===== src/rtl/dsp_pkg.sv =====
package dsp_pkg;
  localparam int NumPorts = 2;

  typedef struct packed {
    logic                wrCtrl;
    logic                wrBank;
    logic [NumPorts-1:0] wrLo;
    logic [NumPorts-1:0] wrHi;
    logic [NumPorts-1:0] wrStep;
    logic [NumPorts-1:0] wrData;
    logic [NumPorts-1:0] rdData;
    logic                rdBlocked;
    logic                rdReg;
  } strobe_t;
endpackage


===== src/rtl/dsp_ctrl.sv =====
module dsp_ctrl
  import dsp_pkg::*;
#(
  parameter int REG_AW = 4
) (
  input  logic              hostWr,
  input  logic              hostRd,
  input  logic [REG_AW-1:0] regAddr,
  input  logic              readEn,
  output strobe_t           stb
);
  localparam int GrpW = REG_AW - 2;

  logic [GrpW-1:0] grp;
  logic [1:0]      fld;
  assign grp = regAddr[REG_AW-1:2];
  assign fld = regAddr[1:0];

  always_comb begin
    stb = '0;
    if (hostWr) begin
      stb.wrCtrl = (regAddr == REG_AW'(0));
      stb.wrBank = (regAddr == REG_AW'(1));
      for (int p = 0; p < NumPorts; p++) begin
        if (int'(grp) == p + 1) begin
          stb.wrLo[p]   = (fld == 2'd0);
          stb.wrHi[p]   = (fld == 2'd1);
          stb.wrStep[p] = (fld == 2'd2);
          stb.wrData[p] = (fld == 2'd3);
        end
      end
    end else if (hostRd) begin
      stb.rdReg = 1'b1;
      for (int p = 0; p < NumPorts; p++) begin
        if (int'(grp) == p + 1 && fld == 2'd3) begin
          stb.rdReg = 1'b0;
          if (readEn) stb.rdData[p] = 1'b1;
          else        stb.rdBlocked = 1'b1;
        end
      end
    end
  end
endmodule


===== src/rtl/dsp_datapath.sv =====
module dsp_datapath
  import dsp_pkg::*;
#(
  parameter int DATA_W = 8,
  parameter int BANK_W = 3,
  parameter int REG_AW = 4
) (
  input  logic                       clk,
  input  logic                       rst,
  input  strobe_t                    stb,
  input  logic [REG_AW-1:0]          regAddr,
  input  logic [DATA_W-1:0]          hostWdata,
  output logic [DATA_W-1:0]          hostRdata,
  output logic                       hostRdValid,
  output logic                       readEn,
  output logic [BANK_W-1:0]          bankReg,
  output logic                       memReq,
  output logic                       memWe,
  output logic [BANK_W+2*DATA_W-1:0] memAddr,
  output logic [DATA_W-1:0]          memWdata,
  input  logic [DATA_W-1:0]          memRdata
);
  localparam int PtrW = 2 * DATA_W;

  logic [PtrW-1:0]   ptrQ  [NumPorts];
  logic [DATA_W-1:0] stepQ [NumPorts];
  logic [DATA_W-1:0] regVal;
  logic [DATA_W-1:0] rdHold;
  logic              rdFromMem;

  always_ff @(posedge clk) begin
    if (rst) begin
      readEn  <= 1'b0;
      bankReg <= '0;
      for (int p = 0; p < NumPorts; p++) begin
        ptrQ[p]  <= '0;
        stepQ[p] <= '0;
      end
    end else begin
      if (stb.wrCtrl) readEn  <= hostWdata[0];
      if (stb.wrBank) bankReg <= hostWdata[BANK_W-1:0];
      for (int p = 0; p < NumPorts; p++) begin
        if (stb.wrLo[p])   ptrQ[p][DATA_W-1:0]    <= hostWdata;
        if (stb.wrHi[p])   ptrQ[p][PtrW-1:DATA_W] <= hostWdata;
        if (stb.wrStep[p]) stepQ[p]               <= hostWdata;
        if (stb.wrData[p] || stb.rdData[p])
          ptrQ[p] <= ptrQ[p] + PtrW'(stepQ[p]);
      end
    end
  end

  always_comb begin
    memReq   = 1'b0;
    memWe    = 1'b0;
    memAddr  = '0;
    memWdata = hostWdata;
    for (int p = 0; p < NumPorts; p++) begin
      if (stb.wrData[p] || stb.rdData[p]) begin
        memReq  = 1'b1;
        memWe   = stb.wrData[p];
        memAddr = {bankReg, ptrQ[p]};
      end
    end
  end

  always_comb begin
    regVal = '0;
    if (regAddr == REG_AW'(0)) regVal = DATA_W'(readEn);
    if (regAddr == REG_AW'(1)) regVal = DATA_W'(bankReg);
    for (int p = 0; p < NumPorts; p++) begin
      if (int'(regAddr[REG_AW-1:2]) == p + 1) begin
        case (regAddr[1:0])
          2'd0:    regVal = ptrQ[p][DATA_W-1:0];
          2'd1:    regVal = ptrQ[p][PtrW-1:DATA_W];
          2'd2:    regVal = stepQ[p];
          default: ;
        endcase
      end
    end
  end

  always_ff @(posedge clk) begin
    if (rst) begin
      hostRdValid <= 1'b0;
      rdFromMem   <= 1'b0;
      rdHold      <= '0;
    end else begin
      hostRdValid <= stb.rdReg || stb.rdBlocked || (|stb.rdData);
      rdFromMem   <= |stb.rdData;
      rdHold      <= stb.rdBlocked ? {DATA_W{1'b1}} : regVal;
    end
  end

  assign hostRdata = rdFromMem ? memRdata : rdHold;
endmodule


===== src/rtl/dual_step_port.sv =====
module dual_step_port
  import dsp_pkg::*;
#(
  parameter int DATA_W = 8,
  parameter int BANK_W = 3,
  parameter int REG_AW = 4
) (
  input  logic                       clk,
  input  logic                       rst,
  input  logic                       hostWr,
  input  logic                       hostRd,
  input  logic [REG_AW-1:0]          regAddr,
  input  logic [DATA_W-1:0]          hostWdata,
  output logic [DATA_W-1:0]          hostRdata,
  output logic                       hostRdValid,
  output logic                       memReq,
  output logic                       memWe,
  output logic [BANK_W+2*DATA_W-1:0] memAddr,
  output logic [DATA_W-1:0]          memWdata,
  input  logic [DATA_W-1:0]          memRdata
);
  strobe_t           stb;
  logic              readEn;
  logic [BANK_W-1:0] bankReg;

  dsp_ctrl #(.REG_AW(REG_AW)) u_ctrl (
    .hostWr  (hostWr),
    .hostRd  (hostRd),
    .regAddr (regAddr),
    .readEn  (readEn),
    .stb     (stb)
  );

  dsp_datapath #(.DATA_W(DATA_W), .BANK_W(BANK_W), .REG_AW(REG_AW)) u_dp (
    .clk         (clk),
    .rst         (rst),
    .stb         (stb),
    .regAddr     (regAddr),
    .hostWdata   (hostWdata),
    .hostRdata   (hostRdata),
    .hostRdValid (hostRdValid),
    .readEn      (readEn),
    .bankReg     (bankReg),
    .memReq      (memReq),
    .memWe       (memWe),
    .memAddr     (memAddr),
    .memWdata    (memWdata),
    .memRdata    (memRdata)
  );
endmodule


===== config.mk =====
export PLATFORM = sky130hd
export DESIGN_NAME = dual_step_port
export DESIGN_NICKNAME = d
export VERILOG_FILES = /design/src/rtl/dsp_pkg.sv /design/src/rtl/dsp_ctrl.sv /design/src/rtl/dsp_datapath.sv /design/src/rtl/dual_step_port.sv
export SDC_FILE = /design/constraint.sdc
export NUM_CORES = 1
export LEC_CHECK = 0
export BUFFER_PORTS_ARGS = -buffer_cell sky130_fd_sc_hd__buf_2
export CORE_UTILIZATION = 30
export CTS_BUF_LIST = sky130_fd_sc_hd__clkbuf_4 sky130_fd_sc_hd__clkbuf_8
export CTS_CLUSTER_DIAMETER = 60
export DETAILED_ROUTE_END_ITERATION = 7
export GPL_ROUTABILITY_DRIVEN = 0
export PLACE_DENSITY = 0.44
export SLEW_MARGIN = 25
export SYNTH_ARGS = -nofsm -noshare
export SYNTH_HDL_FRONTEND = slang
export SYNTH_HIERARCHICAL = 1
export SYNTH_SLANG_ARGS = --single-unit

===== constraint.sdc =====
create_clock -name clk -period 2.6 [get_ports clk]
set_clock_uncertainty 0.15 [all_clocks]
set_input_delay 0.26 -clock clk [delete_from_list [all_inputs] [get_ports clk]]
set_output_delay 0.26 -clock clk [all_outputs]
set_load 0.005 [all_outputs]

* Word-level counts from Yosys, hierarchy flattened
Memories as Yosys holds them, arrays and structs flattened.
Cells that the tools add are included.
Widths: inputs -> output; s select.
** Word-level totals
- Flip-flop bits (word level) :: 14
- Output and inout bits :: 38
- Word-level logic and storage cells :: 100
- Memory bits (writable) :: 48
- Bits of input ports :: 24
- Memories kept :: 2
** Cells by class
- Add/subtract/negate cells :: 2
- Reductions and logical operators :: 9
- Mux-type cells :: 66
- Bitwise operators :: 10
- Equality and inequality tests :: 6
** Memories
- u_dp.ptrQ :: words 2, bits a word 16, read ports 2, clocked after memory_dff 0, wr ports 2, line dsp_datapath.sv:25 : logic [PtrW-1:0] ptrQ [NumPorts];
- u_dp.stepQ :: words 2, bits a word 8, read ports 2, clocked after memory_dff 0, wr ports 2, line dsp_datapath.sv:26 : logic [DATA_W-1:0] stepQ [NumPorts];
** Operators by type and width (number)
- $mux 8 :: 14
- $pmux 8 s3 :: 2
- $mux 1 :: 42
- $mux 19 :: 2
- $add 16x8->16 :: 2
- $mux 10 :: 1
- $or 1x1->1 :: 10
- $eq 2x2->1 const B :: 4
- $mux 4 :: 2
- $mux 3 :: 2
- $eq 4x1->1 const B :: 1
- $logic_not 4->1 :: 1
- $logic_or 1x1->1 :: 4
- $eq 2x1->1 const B :: 1
- $logic_and 1x1->1 :: 2
- $logic_not 2->1 :: 1
- $mux 2 :: 1
- $reduce_or 2->1 :: 1

* Logic depth before layout (Yosys ltp)
- Depth after elaboration :: 12
- Gate-level depth with buffers :: 9
- Depth with buffers taken out :: 8

* Hierarchy
Netlist, hierarchy kept.
** Modules (own cells, without submodules)
- dsp_datapath :: cells an instance 426, instances 1, area each 4122.7 µm², sequential area each 1721.7 µm²
- dsp_ctrl :: cells an instance 25, instances 1, area each 192.7 µm², sequential area each 0.0 µm²

* Worst setup path before layout
OpenSTA, ideal clock, no wires.
- Kind :: register to register
- From :: mem u_dp/ptrQ[0][0] in the netlist's numbering
- To :: mem u_dp/ptrQ[0][10] in the netlist's numbering, data pin
- Library setup time :: 0.270 ns
- Data required time :: 2.180 ns
- Setup slack :: 0.181 ns
- Period minus slack after synthesis :: 2.419 ns
- Path buffers :: 0
- Arrival time :: 1.999 ns
- Cell stages (with the launch flop) :: 9
- Cell sequence :: edfxtp_1 ha_1 fa_1 a211oi_2 o21bai_1 o41ai_4 nor2_1 xnor2_1 a21oi_1
** RTL lines (line)
- start: declaration :: dsp_datapath.sv:25

==> results.cfg <==
[die]
std_cell_rows = 43
core_sq_um = 13900
die_height_um = 122
start_util_pct = 31.0
dieWidth_um = 122
io_pins = 62
die-area_sq_um = 14900

[finish]
area_growth_pct = 17.9
regArea_sq_um = 1720
multiInputGateArea_sq_um = 2430
layout_common_cells = buf_2 (61), edfxtp_1 (48), nor2_1 (47)
antennaDiodeCount = 0
fin_nets = 555
drive_gt1_share_pct = 25.5
final_common_cell = buf_2
n_fill_cell = 1420
fin_area_sq_um = 5090
stdcell_count = 698

[cts]
ctsHoldBuffers = 0
clock_sinks = 62
cts_root_buffer = clkbuf_8
htree_levels = 3
clk_pin_slew_worst_paths_ns = 0.08
cts_inserted_buffers = 9
cts_buffer_depth = 2
clk_latency_ns = 0.35
cts_tree = yes

[routing]
vias = 3701
vias_per_cell = 5.30
ant_nets = 0
wl_um = 13300
firstDrtPassIters = 5
drt_iter0_markers = 273
drc = 0
wl_per_cell_um = 19.0

[hold_path]
hp-class = primary input to flop
min_from = rst

[critical_path]
cp-start-kind = flop
arrival_ns = 2.50
cp_max_fo = 4
rr_startpoint = u_dp/ptrQ[0][0]
worstPathRequired_ns = 2.55
crit_start = u_dp/ptrQ[0][0]
worstSetupPathType = flop to flop
endpoint_kind = flop

[pwr]
ir_drop_mv = 0.162
powerDensity_nw_per_um2 = 492
leakage_nw = 2.09

[synth]
synth_compound_area_share_pct = 21.1
yosysTopAreaCellShare_pct = 33.4
synthesis.instances = 451
synth_simple_gate_area_share_pct = 16.6
ys_warn_count = 6
netlist_area_sq_um = 4320
postSynthAreaPerCell_sq_um = 9.57
synth_edf_count = 48
synth_adder_area_share_pct = 5.57
synth_flop_cell = edfxtp_1
synth_xor_area_share_pct = 5.48
ys_types = 56
async_reset_ff_share_pct = 0
synth.area.top_cells = edfxtp_1 (33%), dfxtp_1 (6.5%), ha_1 (4.6%)
ys_seq_area_share_pct = 39.9
synth_top_family_by_area = compound AO/OA/AOI/OAI gates
synth_fp_nets = 493
synthMuxAreaShare_pct = 6.73
yosys.area.top_type = edfxtp_1
ys_seq_elements = 62

[timing]
slew_viol_final = 0
timing.hold.ws_ns = 0.0791
rsz0062_at_grt = true
tightest_slew_ns = 0.671
worst_slack_ns = 0.0577
max_slew_margin_pct = 55.2
period_minus_slack_ns = 2.54
finalHoldViolations = 0
setup_viol = 0
clock.fmax_mhz = 393
finalCritPeriodShare_pct = 97.8
fin_setup_tns_ns = 0

[global_route]
grt_pass1_vias = 3462
grt_max_degree = 32
overflow = 0
grt_pass1_wl_um = 20100
grt_use_total_pct = 18.5
antenna_found_initial = 0

[placed_design]
place_inst = 680
hpwl_um = 10200
port_buffers = 61
dp_worst_setup_slack_ns = 0.0173
dpl_cell_area_sq_um = 4840

[run]
cap_violations = 0

[status]
status = finished clean
## state kept, by name, summed over array words and instances (netlist names)
name,flops
u_dp/ptrQ,32
u_dp/readEn,1
u_dp/hostRdValid,1
u_dp/rdHold,8
u_dp/stepQ,16
u_dp/rdFromMem,1
u_dp/bankReg,3
## power by group
group / total, W / internal, W / leakage [nW] / switching [W]
logic: 0.000453 / 0.000188 / 1.38 / 0.000265
registers: 0.00117 / 0.00112 / 0.605 / 0.0000525
clock network: 0.000874 / 0.000474 / 0.105 / 0.000400
total: 0.00250 / 0.00178 / 2.09 / 0.000718
## worst max-delay path: stages (launching register included)
cell,delay (ns)
edfxtp_1,0.40
ha_2,0.22
fa_2,0.35
a211oi_2,0.24
o21bai_2,0.12
o41ai_4,0.46
nor2_1,0.11
xnor2_1,0.16
a21oi_1,0.08
## cell type report
type | count | share of cell area (%)
clock buffers | 12 | 2.88
clock inverters | 4 | 0.959
inverters | 8 | 0.590
multi-input cells | 349 | 47.8
flip-flops and latches | 62 | 33.9
well taps | 180 | 4.43
repair buffers | 83 | 9.50
## cell usage after synthesis (all sizes together) (14+ instances only)
library cell,instances
a22o,16
o21ai,37
buf,20
a21oi,39
mux2i,20
edfxtp,48
ha,16
nand3,18
nor2,49
xnor2,14
dfxtp,14
nand2,22
## cells by family (layout without fill, tap and decap cells)
group | after synthesis | count (layout)
simple gates | 139 | 139
compound gates | 137 | 137
buf+inv | 40 | 107
mux | 28 | 28
xor+xnor | 27 | 27
fa+ha+maj | 18 | 18
flops | 62 | 62
## per-layer routing
layer / track usage (%) / vias up / share of wire (%)
met5: 0 / - / 0
li1: - / 1802 / -
met1: 25.4 / 1822 / 49
met3: 3.04 / 15 / 3.4
met2: 29.1 / 62 / 46
met4: 7.25 / 0 / 1.8
## through the flow
stage          total power, W  util, %
2_1_floorplan         0.00148        -
3_3_place_gp          0.00164     34.7
3_5_place_dp          0.00164     34.7
4_1_cts               0.00253     36.2
5_1_grt               0.00262     36.5
6_report              0.00250     36.5
## repair_timing
| action | CTS | global route |
|---|---|---|
| setup buffers | 0 | 2 |
| gates resized for setup | 1 | 9 |
| pin swaps | 0 | 9 |
| setup endpoints to repair | 16 | 27 |
| gates cloned | 0 | 0 |
## worst paths after layout
kind | to | slack [ns] | cells past startpoint
hold / removal | u_dp/readEn | 0.08 | 2
hold reg to reg | u_dp/bankReg[0] | 0.39 | 2
setup / recovery | u_dp/ptrQ[0][10] | 0.06 | 8
setup reg to reg | u_dp/ptrQ[0][10] | 0.06 | 8
Note: power is estimated with default switching activity, not from simulation.
